**src/rtl/supflag_pkg.sv**
```systemverilog
package supflag_pkg;

    typedef enum logic [1:0] {
        MD_NORMAL  = 2'd0,
        MD_LISTEN  = 2'd1,
        MD_STANDBY = 2'd2,
        MD_SLEEP   = 2'd3
    } mode_e;

    typedef enum logic [1:0] {
        UV_MONITOR = 2'd0,
        UV_WAIT    = 2'd1,
        UV_ARMED   = 2'd2
    } uv_state_e;

    function automatic mode_e decode_pins(input logic stb, input logic en);
        mode_e m;
        unique case ({stb, en})
            2'b11:   m = MD_NORMAL;
            2'b10:   m = MD_LISTEN;
            2'b00:   m = MD_STANDBY;
            default: m = MD_SLEEP;
        endcase
        return m;
    endfunction

endpackage

```
**src/rtl/supflag_lowcnt.sv**
```systemverilog
module supflag_lowcnt #(
    parameter int unsigned LIMIT = 20,
    parameter int unsigned CW    = 5
) (
    input  logic clk,
    input  logic rst_n,
    input  logic clear,
    input  logic run,
    input  logic low,
    output logic at_limit
);
    logic [CW-1:0] cnt_q;

    always_ff @(posedge clk or negedge rst_n) begin
        if (!rst_n) begin
            cnt_q <= '0;
        end else if (clear) begin
            cnt_q <= '0;
        end else if (run || low) begin
            if (!at_limit) begin
                cnt_q <= cnt_q + CW'(1);
            end
        end else begin
            cnt_q <= '0;
        end
    end

    always_comb begin
        at_limit = (cnt_q == CW'(LIMIT));
    end

    assert_cnt_bound_R1: assert property (@(posedge clk) disable iff (!rst_n)
        cnt_q <= CW'(LIMIT));

endmodule

```
**src/rtl/supflag_uvfsm.sv**
```systemverilog
module supflag_uvfsm
    import supflag_pkg::*;
#(
    parameter int unsigned VCC_LIMIT = 20,
    parameter int unsigned VIO_LIMIT = 12
) (
    input  logic clk,
    input  logic rst_n,
    input  logic vcc_low,
    input  logic vio_low,
    input  logic wake,
    input  logic pwon_set,
    output logic uv_flag
);
    localparam int unsigned NSUP = 2;
    localparam int unsigned MAXL = (VCC_LIMIT > VIO_LIMIT) ? VCC_LIMIT : VIO_LIMIT;
    localparam int unsigned CW   = $clog2(MAXL + 1);

    uv_state_e state_q, state_d;
    logic [NSUP-1:0] low_vec;
    logic [NSUP-1:0] at_lim;
    logic trip, wait_done, clear_cnt, run_cnt;

    always_comb begin
        low_vec = {vio_low, vcc_low};
    end

    for (genvar g = 0; g < NSUP; g++) begin : g_timer
        localparam int unsigned LIM = (g == 0) ? VCC_LIMIT : VIO_LIMIT;
        supflag_lowcnt #(.LIMIT(LIM), .CW(CW)) u_cnt (
            .clk      (clk),
            .rst_n    (rst_n),
            .clear    (clear_cnt),
            .run      (run_cnt),
            .low      (low_vec[g]),
            .at_limit (at_lim[g])
        );
    end

    always_comb begin
        trip      = |(low_vec & at_lim);
        wait_done = &at_lim;
        run_cnt   = (state_q != UV_MONITOR);
        clear_cnt = pwon_set
                  || (state_q == UV_MONITOR && trip)
                  || (state_q == UV_ARMED && wake);
    end

    always_comb begin
        state_d = state_q;
        unique case (state_q)
            UV_MONITOR: if (!pwon_set && trip) state_d = UV_WAIT;
            UV_WAIT: begin
                if (pwon_set)       state_d = UV_MONITOR;
                else if (wait_done) state_d = UV_ARMED;
            end
            UV_ARMED:   if (pwon_set || wake) state_d = UV_MONITOR;
            default:    state_d = UV_MONITOR;
        endcase
    end

    always_ff @(posedge clk or negedge rst_n) begin
        if (!rst_n) state_q <= UV_MONITOR;
        else        state_q <= state_d;
    end

    always_comb begin
        uv_flag = (state_q != UV_MONITOR);
    end

    assert_quiet_supply_R1: assert property (@(posedge clk) disable iff (!rst_n)
        (state_q == UV_MONITOR && !vcc_low && !vio_low) |=> state_q == UV_MONITOR);
    assert_wait_holds_R3: assert property (@(posedge clk) disable iff (!rst_n)
        (state_q == UV_WAIT && !pwon_set) |=> state_q != UV_MONITOR);
    assert_pwon_release_R4: assert property (@(posedge clk) disable iff (!rst_n)
        pwon_set |=> state_q == UV_MONITOR);

endmodule

```
**src/rtl/supflag_batt.sv**
```systemverilog
module supflag_batt (
    input  logic clk,
    input  logic rst_n,
    input  logic bat_stb_low,
    input  logic bat_pwon_low,
    input  logic mode_is_normal,
    output logic uv_bat,
    output logic pwon,
    output logic pwon_set
);
    logic dropped_q;

    always_comb begin
        pwon_set = dropped_q && !bat_pwon_low;
    end

    always_ff @(posedge clk or negedge rst_n) begin
        if (!rst_n) begin
            dropped_q <= 1'b0;
            uv_bat    <= 1'b0;
            pwon      <= 1'b1;
        end else begin
            dropped_q <= bat_pwon_low;
            uv_bat    <= bat_stb_low;
            if (pwon_set)            pwon <= 1'b1;
            else if (mode_is_normal) pwon <= 1'b0;
        end
    end

    assert_pwon_clear_R8: assert property (@(posedge clk) disable iff (!rst_n)
        (mode_is_normal && !pwon_set) |=> !pwon);
    assert_pwon_rise_R7: assert property (@(posedge clk) disable iff (!rst_n)
        $rose(pwon) |-> $past(dropped_q));

endmodule

```
**src/rtl/supflag_mode.sv**
```systemverilog
module supflag_mode
    import supflag_pkg::*;
(
    input  logic  clk,
    input  logic  rst_n,
    input  logic  uv_sup,
    input  logic  uv_bat,
    input  logic  pwon,
    input  logic  stb_pin,
    input  logic  en_pin,
    output mode_e mode,
    output logic  inh
);
    mode_e mode_q, mode_d, pin_mode;

    always_comb begin
        pin_mode = decode_pins(stb_pin, en_pin);
        mode_d   = mode_q;
        if (uv_sup) begin
            mode_d = MD_SLEEP;
        end else if (uv_bat) begin
            mode_d = MD_STANDBY;
        end else begin
            unique case (pin_mode)
                MD_NORMAL:  mode_d = MD_NORMAL;
                MD_LISTEN:  mode_d = MD_LISTEN;
                MD_STANDBY: mode_d = MD_STANDBY;
                MD_SLEEP:   mode_d = pwon ? MD_STANDBY : MD_SLEEP;
                default:    mode_d = MD_STANDBY;
            endcase
        end
    end

    always_ff @(posedge clk or negedge rst_n) begin
        if (!rst_n) mode_q <= MD_STANDBY;
        else        mode_q <= mode_d;
    end

    always_comb begin
        mode = mode_q;
        inh  = (mode_q != MD_SLEEP);
    end

    assert_sleep_forced_R2: assert property (@(posedge clk) disable iff (!rst_n)
        uv_sup |=> mode_q == MD_SLEEP);
    assert_bat_standby_R5: assert property (@(posedge clk) disable iff (!rst_n)
        (uv_bat && !uv_sup) |=> mode_q == MD_STANDBY);
    assert_pwon_veto_R7: assert property (@(posedge clk) disable iff (!rst_n)
        (pwon && !uv_sup) |=> mode_q != MD_SLEEP);

endmodule

```
**src/rtl/supflag_ctrl.sv**
```systemverilog
module supflag_ctrl
    import supflag_pkg::*;
#(
    parameter int unsigned VCC_LIMIT = 20,
    parameter int unsigned VIO_LIMIT = 12
) (
    input  logic       clk,
    input  logic       rst_n,
    input  logic       vcc_low_i,
    input  logic       vio_low_i,
    input  logic       bat_stb_low_i,
    input  logic       bat_pwon_low_i,
    input  logic       wake_i,
    input  logic       stb_pin_i,
    input  logic       en_pin_i,
    output logic       uv_sup_o,
    output logic       uv_bat_o,
    output logic       pwon_o,
    output logic [1:0] mode_o,
    output logic       inh_o
);
    logic  uv_sup, uv_bat, pwon, pwon_set, inh;
    mode_e mode;

    supflag_uvfsm #(.VCC_LIMIT(VCC_LIMIT), .VIO_LIMIT(VIO_LIMIT)) u_uv (
        .clk      (clk),
        .rst_n    (rst_n),
        .vcc_low  (vcc_low_i),
        .vio_low  (vio_low_i),
        .wake     (wake_i),
        .pwon_set (pwon_set),
        .uv_flag  (uv_sup)
    );

    supflag_batt u_batt (
        .clk            (clk),
        .rst_n          (rst_n),
        .bat_stb_low    (bat_stb_low_i),
        .bat_pwon_low   (bat_pwon_low_i),
        .mode_is_normal (mode == MD_NORMAL),
        .uv_bat         (uv_bat),
        .pwon           (pwon),
        .pwon_set       (pwon_set)
    );

    supflag_mode u_mode (
        .clk     (clk),
        .rst_n   (rst_n),
        .uv_sup  (uv_sup),
        .uv_bat  (uv_bat),
        .pwon    (pwon),
        .stb_pin (stb_pin_i),
        .en_pin  (en_pin_i),
        .mode    (mode),
        .inh     (inh)
    );

    always_comb begin
        uv_sup_o = uv_sup;
        uv_bat_o = uv_bat;
        pwon_o   = pwon;
        mode_o   = mode;
        inh_o    = inh;
    end

    assert_sleep_no_inh_R2: assert property (@(posedge clk) disable iff (!rst_n)
        (uv_sup_o && $past(uv_sup_o)) |-> !inh_o);
    assert_sleep_priority_R9: assert property (@(posedge clk) disable iff (!rst_n)
        (uv_sup_o && uv_bat_o) |=> mode_o == 2'd3);

endmodule

```
**config.mk**
```make
export PLATFORM = sky130hd
export DESIGN_NAME = supflag_ctrl
export DESIGN_NICKNAME = d
export VERILOG_FILES = /design/src/rtl/supflag_pkg.sv /design/src/rtl/supflag_lowcnt.sv /design/src/rtl/supflag_uvfsm.sv /design/src/rtl/supflag_batt.sv /design/src/rtl/supflag_mode.sv /design/src/rtl/supflag_ctrl.sv
export SDC_FILE = /design/constraint.sdc
export NUM_CORES = 1
export LEC_CHECK = 0
export ABC_AREA = 0
export BUFFER_PORTS_ARGS = -buffer_cell sky130_fd_sc_hd__buf_2
export CAP_MARGIN = 20
export CORE_MARGIN = 2
export CORE_UTILIZATION = 40
export CTS_CLUSTER_SIZE = 14
export DETAILED_ROUTE_END_ITERATION = 7
export PLACE_DENSITY = 0.57
export SYNTH_ARGS = -nofsm -noshare
export SYNTH_HDL_FRONTEND = slang
export SYNTH_SLANG_ARGS = --single-unit
```
**constraint.sdc**
```tcl
create_clock -name clk -period 2.6 [get_ports clk]
set_clock_uncertainty 0.1 [all_clocks]
set_input_delay 0.26 -clock clk [delete_from_list [all_inputs] [get_ports clk]]
set_output_delay 0.26 -clock clk [all_outputs]
set_load 0.01 [all_outputs]
```
==> impl_metrics.json, run 1 <==
{
  "slew_violations": 0,
  "holdCritStartpoint": "stb_pin_i",
  "portBuffers": 14,
  "dpl.hpwl_um": 1300,
  "fin_setup_tns_ns": 0,
  "wirelength_um": 1850,
  "insertedDiodeCount": 0,
  "slew_headroom_pct": 73.2,
  "h-tree-depth": 1,
  "rsz0062_at_grt": "false",
  "synth_nets": 101,
  "reg2reg_depth": 5,
  "synth_simple_gate_area_share_pct": 20.1,
  "arrival_ns": 1.42,
  "r2r_start": "u_uv.g_timer[0].u_cnt.cnt_q[0]",
  "power.density_nw_per_um2": 476,
  "cap_viol_max_count": 0,
  "setup_viol": 0,
  "synth_top_family_by_area": "simple AND/OR/NAND/NOR gates",
  "max_freq_mhz": 561,
  "track_usage_pct": 16.2,
  "min_path_cells": 2,
  "ys_async_sr_fraction_pct": 100,
  "ys_top_cells_by_area": "dfrtp_1 41%, dfstp_2 5.8%, ha_1 5.5%",
  "crit_required_ns": 2.24,
  "yosysWarnings": 0,
  "synthAdderAreaFrac_pct": 5.50,
  "grt_pass1_vias": 693,
  "grt_pass1_wl_um": 3160,
  "period_minus_slack_ns": 1.78,
  "die_w_um": 51.7,
  "placed_cells": 126,
  "synth-xor-area-share_pct": 4.81,
  "hold_class": "in -> reg",
  "coreArea_um2": 2190,
  "initial_core_util_pct": 41.5,
  "io_pins": 15,
  "r2r_slack_ns": 0.86,
  "cts_buffers": 3,
  "hold_viol_final": 0,
  "clk_pin_slew_ns": 0.11,
  "muxShareOfSynthArea_pct": 0,
  "cts_tree": "yes",
  "syn_to_final_growth_pct": 14.6,
  "synth_cell_types": 31,
  "ys_ff_latch": 17,
  "cts-root-buf": "clkbuf_4",
  "synth.avg_cell_area_um2": 10.3,
  "layout_common_cells": "15 x dfrtp_1, 14 x buf_2, 8 x inv_1",
  "leakage_nw": 0.501,
  "worstHoldEndpoint": "u_mode.mode[1]",
  "gr-total-overflow": 0,
  "n_fill_cell": 226,
  "die_h_um": 51.7,
  "synth_top_area_share_pct": 41.3,
  "antenna_left": 0,
  "crit_path_start_kind": "flip-flop",
  "synthCells": 88,
  "finalHoldWorstSlack_ns": 0.0329,
  "row_count": 17,
  "worstSetupPathType": "reg -> out",
  "die_area_um2": 2670,
  "first_pass_iters": 4,
  "drt_iter0_drc": 8,
  "num_vias": 726,
  "drive_gt1_share_pct": 22.9,
  "synth-seq-area-share_pct": 47.0,
  "yosysTopAreaCell": "dfrtp_1",
  "antenna_found_initial": 0,
  "status": "complete, no violations",
  "dominantRegCellSynth": "dfrtp_1",
  "route.detailed.vias_per_inst": 5.46,
  "routedWlPerCell_um": 13.9,
  "worstMarginPinSlew_ns": 0.402,
  "clockBufferDepth": 2,
  "cp_max_fo": 9,
  "clk_latency_ns": 0.30,
  "max-vdd-ir-drop_mv": 0.228,
  "final_common_cell": "dfrtp_1",
  "post-route-period-util_pct": 68.6,
  "syn_area_um2": 910,
  "cts.sinks": 17,
  "final_nets": 119,
  "grt_max_degree": 18,
  "layout.cells.non_filler": 133,
  "cts-resized-gates": 0,
  "globalplace.congestion": 0.724,
  "r2r_end": "u_uv.g_timer[1].u_cnt.cnt_q[3]",
  "end_kind": "primary output",
  "synth_edf_count": 0,
  "synth_compound_area_share_pct": 16.0,
  "drc": 0
}
==> kinds of logic (layout without fill, tap and decap cells) <==
kind of cell,after synthesis,after routing
adder cells (fa/ha/maj),4,4
AND/OR/NAND/NOR,31,31
AO/OA/AOI/OAI,19,19
flip-flops,17,17
XOR/XNOR,5,5
buffers and inverters,12,29
==> metal layers <==
metal	track usage, %	up-vias	part of all wire, %
met5	0	-	0
met4	7.89	0	0.92
met3	3.74	2	4.2
met2	24.8	16	45
met1	21.4	349	50
li1	-	359	-
==> synth_stat cells, types with 2 or more instances <==
library cell   n
nor2_1         3
clkbuf_1       2
a211oi_1       4
ha_1           4
nand3b_1       3
nor3_1         3
nand3_1        7
a21oi_1        2
o22ai_1        3
o21ai_0        2
buf_6          2
dfstp_2        2
inv_1          8
a311o_1        2
a211o_1        2
and4b_1        2
nand2_1        3
dfrtp_1       15
nand4_1        3
xor2_1         5
==> worst max-delay path, stage by stage, from the launching register on <==
cell	delay (ns)
dfrtp_1	0.47
nor2_2	0.36
inv_1	0.13
buf_2	0.16
==> registers in the layout (all words and copies together) (netlist names) <==
name and flops:
u_mode.mode 2, u_batt.uv_bat 1, u_batt.dropped_q 1, u_uv.g_timer.u_cnt.cnt_q 10
u_batt.pwon 1, u_uv.state_q 2
==> metrics by stage <==
stage,setup slack (ns),power [W],instance area (um2),util (%)
global placement,0.872,0.000351,985,44.9
finish,0.818,0.000496,1040,47.6
detailed placement,0.860,0.000353,985,44.9
CTS,0.810,0.000507,1040,47.6
global route,0.734,0.000530,1040,47.6
floorplan,0.974,0.000326,910,-
==> final cells by class <==
cell class | count | area [um2] | share of cell area [%]
flip-flops and latches | 17 | 428 | 41.1
multi-input cells | 59 | 422 | 40.5
repair buffers | 17 | 100 | 9.60
well taps | 28 | 35.0 | 3.36
inverters | 8 | 30.0 | 2.88
clock buffers | 3 | 22.5 | 2.16
clock inverters | 1 | 5.00 | 0.480
==> where the power goes <==
| group | switching, W | total (W) | internal [W] | leakage (nW) |
|---|---|---|---|---|
| clock | 0.0000884 | 0.000146 | 0.0000573 | 0.0177 |
| combinational | 0.0000354 | 0.0000630 | 0.0000276 | 0.262 |
| sequential | 0.00000953 | 0.000287 | 0.000278 | 0.222 |
| total | 0.000133 | 0.000496 | 0.000363 | 0.501 |
==> worst max-delay path by stage <==
| stage | start | to |
|---|---|---|
| after floorplan | u_uv.g_timer[1].u_cnt.cnt_q[0] | u_uv.g_timer[0].u_cnt.cnt_q[1] |
| after global placement | u_uv.g_timer[1].u_cnt.cnt_q[0] | u_uv.g_timer[0].u_cnt.cnt_q[1] |
| after detailed placement | u_uv.g_timer[1].u_cnt.cnt_q[0] | u_uv.g_timer[0].u_cnt.cnt_q[1] |
| after CTS | u_uv.state_q[1] | uv_sup_o |
| after global routing | u_uv.g_timer[1].u_cnt.cnt_q[0] | u_uv.g_timer[0].u_cnt.cnt_q[4] |
| final | u_uv.state_q[1] | uv_sup_o |
==> repair_timing <==
action,in CTS,in global routing
hold endpoints to repair,17,0
hold buffers,3,0
setup buffers,0,0
endpoints found under the setup margin,0,0
Power figures use the tool's default switching activity.
==> inputs of run 2 (changes only) <==
PLACE_DENSITY = 0.59   (was 0.57)
clock period = 1.6 ns   (was 2.6 ns; I/O delays follow)
==> run 2 against run 1 <==
  * Worst hold slack improved by 0.069 ns
  * Non-clock buffer count up 16
  * Clock-buffer cell count unchanged
  * Critical path depth is 2 higher
  * Clock power increased by 64%
  * Sequential power up 62%
  * Combinational power grew 130%
  * Die area stayed put
  * Cell area is 18% higher
  * Worst setup slack got worse by 0.79 ns
  * Sequential share of layout area down 6.3 points
  * First-iteration DRC count is 13% lower
  * Largest cell class is now multi-input combinational cells
  * Highest routed layer unchanged
==> impl_metrics.json, run 2 (same netlist as run 1, synthesis figures left out) <==
{
  "row_count": 17,
  "wirelength_um": 1970,
  "cts_buffers": 3,
  "hold_class": "in -> reg",
  "power.internal_w": 0.000619,
  "syn_to_final_growth_pct": 35.2,
  "dpl.hpwl_um": 1320,
  "first_pass_iters": 4,
  "cts.sinks": 17,
  "placed_cells": 136,
  "drc": 0,
  "slowest_stage": "a311o_1",
  "rsz0062_at_grt": "true",
  "die_w_um": 51.7,
  "final_core_util_pct": 56.1,
  "multi_input_area_um2": 477,
  "io_pins": 15,
  "track_usage_pct": 16.4,
  "grt_pass1_wl_um": 3150,
  "cts_tree": "yes",
  "antenna_left": 0,
  "worstMarginPinSlew_ns": 0.386,
  "p_total_w": 0.000850,
  "final_nets": 135,
  "end_kind": "flip-flop",
  "p_switching_w": 0.000231,
  "gr-total-overflow": 0,
  "n_fill_cell": 170,
  "grt_max_degree": 18,
  "netSwitchingFraction_pct": 27.2,
  "drt_iter0_drc": 7,
  "power.density_nw_per_um2": 691,
  "power_frac_clock_pct": 28.1,
  "globalplace.congestion": 0.809,
  "finalHoldWorstSlack_ns": 0.102,
  "largest_reg_flops": 10,
  "cp_max_fo": 7,
  "die_area_um2": 2670,
  "max-vdd-ir-drop_mv": 0.491,
  "final_common_cell": "dfrtp_1",
  "clk_latency_ns": 0.30,
  "regMostFlops": "u_uv.g_timer.u_cnt.cnt_q",
  "max_stage_delay_ns": 0.40,
  "layout.cells.non_filler": 149,
  "h-tree-depth": 1,
  "routedWlPerCell_um": 13.2,
  "num_vias": 777,
  "seqCellArea_um2": 428,
  "period_minus_slack_ns": 1.57,
  "clockBufferDepth": 2,
  "worstSetupPathType": "reg -> reg",
  "antenna_found_initial": 0,
  "grt_pass1_vias": 698,
  "worstPathCellList": "inv_2 -> ha_4 -> and4b_2 -> a311o_1 -> o22ai_2",
  "coreArea_um2": 2190,
  "leakage_nw": 0.580,
  "initial_core_util_pct": 41.5,
  "r2r_slack_ns": 0.03,
  "insertedDiodeCount": 0,
  "status": "complete, no violations",
  "layout_common_cells": "15 x dfrtp_1, 14 x buf_2, 12 x buf_4",
  "crit_path_start_kind": "flip-flop",
  "clk_pin_slew_ns": 0.10,
  "die_h_um": 51.7,
  "crit_required_ns": 1.73,
  "seqPwrFrac_pct": 54.6,
  "cts-root-buf": "clkbuf_4",
  "post-route-period-util_pct": 98.0,
  "slew_headroom_pct": 74.3,
  "combPwrFrac_pct": 17.3,
  "setup_viol": 0,
  "arrival_ns": 1.70,
  "max_freq_mhz": 638,
  "drive_gt1_share_pct": 43.0,
  "portBuffers": 14,
  "cap_viol_max_count": 0,
  "slew_violations": 0,
  "route.detailed.vias_per_inst": 5.21,
  "hold_viol_final": 0
}
==> run 2: final timing paths <==
| kind | from | to | cells past startpoint |
|---|---|---|---|
| min in group asynchronous | rst_n | u_uv.g_timer[0].u_cnt.cnt_q[1] | 2 |
| setup reg to reg | u_uv.g_timer[0].u_cnt.cnt_q[1] | u_uv.g_timer[0].u_cnt.cnt_q[1] | 5 |
| setup / recovery | u_uv.g_timer[0].u_cnt.cnt_q[1] | u_uv.g_timer[0].u_cnt.cnt_q[1] | 5 |
| hold reg to reg | u_batt.uv_bat | u_mode.mode[0] | 1 |
| hold / removal | en_pin_i | u_mode.mode[0] | 4 |
| max in group asynchronous | rst_n | u_batt.pwon | 2 |
==> run 2: per-layer routing <==
metal | global-route usage (%) | vias up | part of all wire, %
met5 | 0 | - | 0
met4 | 10.5 | 0 | 1.8
met3 | 3.74 | 4 | 3.6
met2 | 23.3 | 15 | 46
met1 | 22.3 | 366 | 49
li1 | - | 392 | -
==> run 2: final cells by class <==
cell class                      instances  share of cell area, %
Multi-Input combinational cell         59                   38.8
Sequential cell                        17                   34.8
Timing Repair Buffer                   33                   18.9
Tap cell                               28                   2.85
Inverter                                8                   2.44
Clock buffer                            3                   1.83
Clock inverter                          1                  0.407
==> run 2: power groups by stage <==
stage               Combinational (W)  Sequential, W  Clock, W
floorplan                   0.0000531       0.000476         0
global placement             0.000122       0.000471         0
detailed placement           0.000124       0.000471         0
CTS                          0.000135       0.000463  0.000249
global route                 0.000167       0.000467  0.000269
finish                       0.000147       0.000464  0.000239
==> run 2: through the flow <==
step / setup TNS (ns) / worst slack [ns] / instance area [um2]
3_3_place_gp: -0.0535 / -0.0353 / 1060
5_1_grt: -0.248 / -0.0680 / 1230
6_report: 0 / 0.0315 / 1230
4_1_cts: -0.0149 / -0.0132 / 1160
3_5_place_dp: -0.121 / -0.0295 / 1060
2_1_floorplan: 0 / 0.00279 / 910
==> run 2: what timing repair did <==
action	CTS	global route
endpoints found under the setup margin	7	12
hold endpoints to repair	21	0
setup buffers	2	2
gates resized for setup	4	13
pin swaps	2	13
hold buffers	5	0
==> run 2: critical path, delay by kind of cell, from the launching register on <==
family                   cells  cell delay [ns]
AO/OA/AOI/OAI                2             0.55
buffers and inverters        1             0.06
adder cells (fa/ha/maj)      1             0.15
AND/OR/NAND/NOR              1             0.27
flip-flops                   1             0.37
